<file path="src/rtl/tmu_pkg.sv">
package tmu_pkg;

   typedef enum logic [1:0] {
      HIT_NONE,
      HIT_OUTCTL,
      HIT_START,
      HIT_CHAN
   } hit_e;

   localparam int WIN_OFF_W = 4;

   typedef struct packed {
      hit_e                 kind;
      logic [1:0]           idx;
      logic [WIN_OFF_W-1:0] off;
   } dec_t;

   // Window placement: two short windows, then a longer one with capture.
   function automatic int win_base(input int i);
      return 8 + 12 * i;
   endfunction

   function automatic int win_span(input int i);
      return (i == 2) ? 16 : 12;
   endfunction

endpackage

</file>
<file path="src/rtl/tmu_addr_decode.sv">
module tmu_addr_decode
   import tmu_pkg::*;
#(
   parameter int ADDR_W     = 8,
   parameter int NCH        = 3,
   parameter bit HAS_OUTCTL = 1'b1
) (
   input  logic [ADDR_W-1:0] addr,
   output dec_t              dec
);

   localparam int WORD_W = ADDR_W - 2;

   logic [WORD_W-1:0] word;
   assign word = addr[ADDR_W-1:2];

   always_comb begin
      dec.kind = HIT_NONE;
      dec.idx  = '0;
      dec.off  = '0;
      if (HAS_OUTCTL && word == '0) begin
         dec.kind = HIT_OUTCTL;
      end else if (word == WORD_W'(1)) begin
         dec.kind = HIT_START;
      end
      for (int i = 0; i < NCH; i++) begin
         if (int'(addr) >= win_base(i) && int'(addr) < win_base(i) + win_span(i)) begin
            dec.kind = HIT_CHAN;
            dec.idx  = 2'(i);
            dec.off  = WIN_OFF_W'(int'(addr) - win_base(i));
         end
      end
   end

endmodule

</file>
<file path="src/rtl/tmu_ctrl_regs.sv">
module tmu_ctrl_regs #(
   parameter int NCH    = 3,
   parameter int DATA_W = 32
) (
   input  logic              clk,
   input  logic              rst_n,
   input  logic              wr_outctl,
   input  logic              wr_start,
   input  logic [DATA_W-1:0] wdata,
   output logic              start_bad,
   output logic              outctl_q,
   output logic [NCH-1:0]    start_q
);

   // Any bit addressing a channel that was not built makes the write illegal.
   assign start_bad = |(wdata >> NCH);

   always_ff @(posedge clk) begin
      if (!rst_n) begin
         outctl_q <= 1'b0;
         start_q  <= '0;
      end else begin
         if (wr_outctl) outctl_q <= wdata[0];
         if (wr_start && !start_bad) start_q <= wdata[NCH-1:0];
      end
   end

endmodule

</file>
<file path="src/rtl/tmu_unit.sv">
module tmu_unit
   import tmu_pkg::*;
#(
   parameter int ADDR_W     = 8,
   parameter int DATA_W     = 32,
   parameter bit HAS_CH2    = 1'b1,
   parameter bit HAS_OUTCTL = 1'b1,
   localparam int NCH       = HAS_CH2 ? 3 : 2
) (
   input  logic                  clk,
   input  logic                  rst_n,
   input  logic                  bus_wr,
   input  logic                  bus_rd,
   input  logic [ADDR_W-1:0]     bus_addr,
   input  logic [DATA_W-1:0]     bus_wdata,
   output logic [DATA_W-1:0]     bus_rdata,
   output logic                  bus_err,
   output logic                  out_ctl,
   output logic [NCH-1:0]        chan_run,
   output logic [NCH-1:0]        chan_wr,
   output logic [NCH-1:0]        chan_rd,
   output logic [WIN_OFF_W-1:0]  chan_off,
   output logic [DATA_W-1:0]     chan_wdata,
   input  logic [NCH*DATA_W-1:0] chan_rdata
);

   if (ADDR_W < 6) begin : g_chk_addr
      $error("tmu_unit: ADDR_W must cover the whole map (>= 6)");
   end
   if (DATA_W < NCH) begin : g_chk_data
      $error("tmu_unit: DATA_W must hold one start bit per channel");
   end

   dec_t              dec;
   logic              rd_go;
   logic              start_bad;
   logic              outctl_q;
   logic [NCH-1:0]    start_q;
   logic [DATA_W-1:0] rd_sel;
   logic              err_d;

   assign rd_go = bus_rd && !bus_wr;

   tmu_addr_decode #(
      .ADDR_W     (ADDR_W),
      .NCH        (NCH),
      .HAS_OUTCTL (HAS_OUTCTL)
   ) i_dec (
      .addr (bus_addr),
      .dec  (dec)
   );

   tmu_ctrl_regs #(
      .NCH    (NCH),
      .DATA_W (DATA_W)
   ) i_regs (
      .clk       (clk),
      .rst_n     (rst_n),
      .wr_outctl (bus_wr && dec.kind == HIT_OUTCTL),
      .wr_start  (bus_wr && dec.kind == HIT_START),
      .wdata     (bus_wdata),
      .start_bad (start_bad),
      .outctl_q  (outctl_q),
      .start_q   (start_q)
   );

   for (genvar g = 0; g < NCH; g++) begin : g_strobe
      assign chan_wr[g] = bus_wr && dec.kind == HIT_CHAN && dec.idx == 2'(g);
      assign chan_rd[g] = rd_go  && dec.kind == HIT_CHAN && dec.idx == 2'(g);
   end

   assign chan_off   = dec.off;
   assign chan_wdata = bus_wdata;
   assign chan_run   = start_q;
   assign out_ctl    = outctl_q;

   always_comb begin
      case (dec.kind)
         HIT_OUTCTL: rd_sel = DATA_W'(outctl_q);
         HIT_START:  rd_sel = DATA_W'(start_q);
         HIT_CHAN:   rd_sel = chan_rdata[int'(dec.idx)*DATA_W +: DATA_W];
         default:    rd_sel = '0;
      endcase
   end

   assign err_d = ((bus_wr || bus_rd) && dec.kind == HIT_NONE)
                || (bus_wr && dec.kind == HIT_START && start_bad);

   always_ff @(posedge clk) begin
      if (!rst_n) begin
         bus_rdata <= '0;
         bus_err   <= 1'b0;
      end else begin
         bus_rdata <= rd_go ? rd_sel : '0;
         bus_err   <= err_d;
      end
   end

endmodule

</file>
<file path="config.mk">
export PLATFORM = sky130hd
export DESIGN_NAME = tmu_unit
export DESIGN_NICKNAME = d
export VERILOG_FILES = /design/src/rtl/tmu_pkg.sv /design/src/rtl/tmu_addr_decode.sv /design/src/rtl/tmu_ctrl_regs.sv /design/src/rtl/tmu_unit.sv
export SDC_FILE = /design/constraint.sdc
export NUM_CORES = 1
export LEC_CHECK = 0
export ABC_AREA = 1
export CAP_MARGIN = 25
export CORE_MARGIN = 10
export CORE_UTILIZATION = 56
export DETAILED_ROUTE_END_ITERATION = 6
export DONT_BUFFER_PORTS = 1
export HOLD_SLACK_MARGIN = 0.06
export MAX_ROUTING_LAYER = met4
export PLACE_DENSITY = 0.68
export SLEW_MARGIN = 20
export SYNTH_ARGS = -nofsm -noshare
export SYNTH_HDL_FRONTEND = slang
export SYNTH_SLANG_ARGS = --single-unit
</file>
<file path="constraint.sdc">
create_clock -name clk -period 4.85 [get_ports clk]
set_input_delay 0.7275 -clock clk [delete_from_list [all_inputs] [get_ports clk]]
set_output_delay 0.7275 -clock clk [all_outputs]
set_load 0.01 [all_outputs]
</file>
==> run_results.csv <==
group,metric,value,unit
floorplan,coreArea,4090,sq um
cts,cts_made_buffers,5,
drt,ant_nets,0,
power_and_ir_drop,share_comb_of_total_power,9.8,%
power_and_ir_drop,swShare,24.6,%
logic_synthesis,synth-warning-count,0,
worst_setup_path,worst_setup_path_start_kind,"input port",
global_routing,grt_max_degree,35,
drt,drc,0,
worst_setup_path,timing.rr.start,"i_regs.start_q[1]",
power_and_ir_drop,power_density,287,nW/um^2
logic_synthesis,synthesis.area,2400,sq um
worst_setup_path,reg2reg_slack,4.09,ns
worst_setup_path,r2r_cells,2,
worst_setup_path,arrival,2.35,ns
worst_setup_path,cp.required,4.12,ns
power_and_ir_drop,intPower,0.494,mW
floorplan,die_area,7310,sq um
floorplan,rows,23,
drt,vias_per_cell,5.94,
global_routing,grtUsageTotal,20.3,%
logic_synthesis,ys_seq_area_share,30.8,%
drt,routedWlPerCell,22.5,um
cells_and_area,fin_area,2280,sq um
global_routing,grt_first_pass_wirelength,11600,um
sta,relSlewSlack,41.4,%
global_routing,grt_pass1_vias,2052,
place,post-place-ws,1.76,ns
worst_setup_path,r2r_end,"i_regs.start_q[1]",
sta,worst_pin_slew,0.877,ns
logic_synthesis,syn-num-nets,480,
worst_setup_path,cp-end-kind,"primary output",
power_and_ir_drop,p_leak,0.904,nW
drt,vias,2078,
cts,clockBufferDepth,2,
floorplan,initial_core_util,58.8,%
sta,setup_ws,1.78,ns
floorplan,die_h,85.5,um
power_and_ir_drop,ir_drop,109,uV
cts,cts_root_buf,"clkbuf_8",
place,port_buffers,0,
floorplan,die_w,85.5,um
sta,period_needed,3.07,ns
cells_and_area,syn2layout_area_growth,-5.21,%
cells_and_area,diodes,0,
place,place_hpwl,6400,um
sta,finClkSkew,0.000231,ns
worst_setup_path,crit_fanout,34,
power_and_ir_drop,power,0.654,mW
logic_synthesis,ys_types,29,
cts,cts_tree,"yes",
sta,rsz0062_at_grt,"false",
worst_setup_path,path_class,"in2out",
worst_setup_path,critPathLaunch,"bus_addr[6]",
cells_and_area,final_layout_size_suffix_gt1_share,10.7,%
logic_synthesis,postSynthAreaPerCell,7.13,sq um
place,gp_congestion,0.836,
cells_and_area,nets,442,
flow_run,maxCapViolCount,0,
cts,post_cts_buffers,0,
min_path,hold_path.class,"in2reg",
sta,fin_crit_sh,63.4,%
outcome,status,"complete, no violations",
cts,cts_sinks,37,
worst_setup_path,endpoint,"chan_wr[2]",
cts,clk_latency,0.28,ns
place,placed_cell_area,2160,sq um
cells_and_area,nFillCells,396,
sta,fmaxAchievable,325,MHz
cts,clkTransAtPathRegs,0.07,ns
power_and_ir_drop,p_sw,0.161,mW
drt,drt-total-wl,7880,um
logic_synthesis,ys_ff_latch,37,
place,placedCellCount,342,
sta,hold_viol_final,0,
sta,fin_tns_setup,0,ns
logic_synthesis,synth_area_leaders,"dfxtp_1 31%, nand2_1 13%, buf_4 10%",
cells_and_area,stdcell_count,350,
global_routing,overflow,0,
cts,cts_resized,0,
logic_synthesis,yosysTopAreaCell,"dfxtp_1",
drt,drt_iter0_markers,124,
logic_synthesis,synth.top_cell.area_share,30.8,%
cts,ctsHoldBuffers,0,
power_and_ir_drop,pwr-share-clk,42.8,%
global_routing,antenna_found_initial,0,
power_and_ir_drop,power_frac_seq,47.4,%
logic_synthesis,synth_cells,337,
cts,cts_max_level,2,
floorplan,pin_count,219,
cells_and_area,fin_util,55.8,%
sta,holdWs,0.551,ns
sta,drv_slew,0,
drt,drt-pass1-iter-count,5,
sta,setup_viol,0,
flip-flops by register name, indices dropped and copies added, names as in the netlist:
| name | flops |
|---|---|
| i_regs.start_q | 3 |
| bus_rdata | 32 |
| i_regs.outctl_q | 1 |
| bus_err | 1 |
logic make-up after synthesis:
| group | after synthesis | synth area share (%) |
|---|---|---|
| and+or+nand+nor | 182 | 33.4 |
| buffers and inverters | 74 | 17.7 |
| AOI/OAI and AO/OA | 41 | 16.6 |
| DFF | 37 | 30.8 |
| adders and majority gates | 3 | 1.56 |
power by group through the flow:
stage                     clock network, mW  logic [mW]  registers (mW)
final                                 0.280      0.0644           0.310
after global routing                  0.297      0.0733           0.310
after floorplan                           0      0.0831           0.316
after global placement                    0      0.0637           0.317
after detailed placement                  0      0.0649           0.317
after CTS                             0.286      0.0651           0.310
cell type report:
type	count	area (sq um)	area share [%]
Timing Repair Buffer	2	15.0	0.659
Inverter	27	103	4.50
Multi-Input combinational cell	226	1240	54.3
Clock buffer	6	82.6	3.62
Clock inverter	2	37.5	1.65
Sequential cell	37	741	32.5
Tap cell	50	62.6	2.75
synth_stat cells, drive strengths merged:
cell,count
nand4,4
o221ai,1
a31oi,29
o21ai,3
buf,37
clkinv,1
inv,26
nand2,88
or2,1
clkbuf,10
nor3,3
a21boi,1
nor2,42
a21oi,7
ha,3
dfxtp,37
nand3,44
cell usage in the layout, fill, tap and decap left out, types with 2 or more instances in the layout:
cell type / synthesis / layout
clkbuf_8: 0 / 6
ha_1: 3 / 3
nand3_1: 42 / 42
nand4_1: 4 / 4
nand2_2: 2 / 2
a31oi_1: 19 / 19
nor2_1: 40 / 40
a21oi_1: 7 / 7
nand2_1: 84 / 84
buf_4: 32 / 2
inv_1: 24 / 24
inv_2: 2 / 2
a31oi_4: 10 / 10
dfxtp_1: 37 / 37
nor3_1: 3 / 3
o21ai_0: 3 / 3
nand2_4: 2 / 2
critical path, stage by stage:
cell and delay, ns:
inv_1 0.03, nand2_1 0.07, nor2_4 0.62, nand2_1 0.26, nand3_4 0.19, inv_1 0.11
nor3_1 0.33
routing by layer:
layer / track usage [%] / share of wire, % / up-vias
met5: - / 0 / -
met4: 4.64 / 1.2 / 0
met3: 8.42 / 13 / 8
met2: 32.5 / 48 / 146
met1: 23.1 / 38 / 933
li1: - / - / 991
how the worst min path moves through the flow:
stage	start	to	slack, ns	depth (start not counted)
2_1_floorplan	i_regs.start_q[1]	bus_rdata[1]	0.50	2
3_3_place_gp	i_regs.start_q[2]	bus_rdata[2]	0.54	2
3_5_place_dp	i_regs.start_q[2]	bus_rdata[2]	0.54	2
4_1_cts	rst_n	i_regs.outctl_q	0.55	2
5_1_grt	rst_n	i_regs.outctl_q	0.55	2
6_report	rst_n	i_regs.outctl_q	0.55	2
No activity file was read; power rests on OpenSTA's default activity.
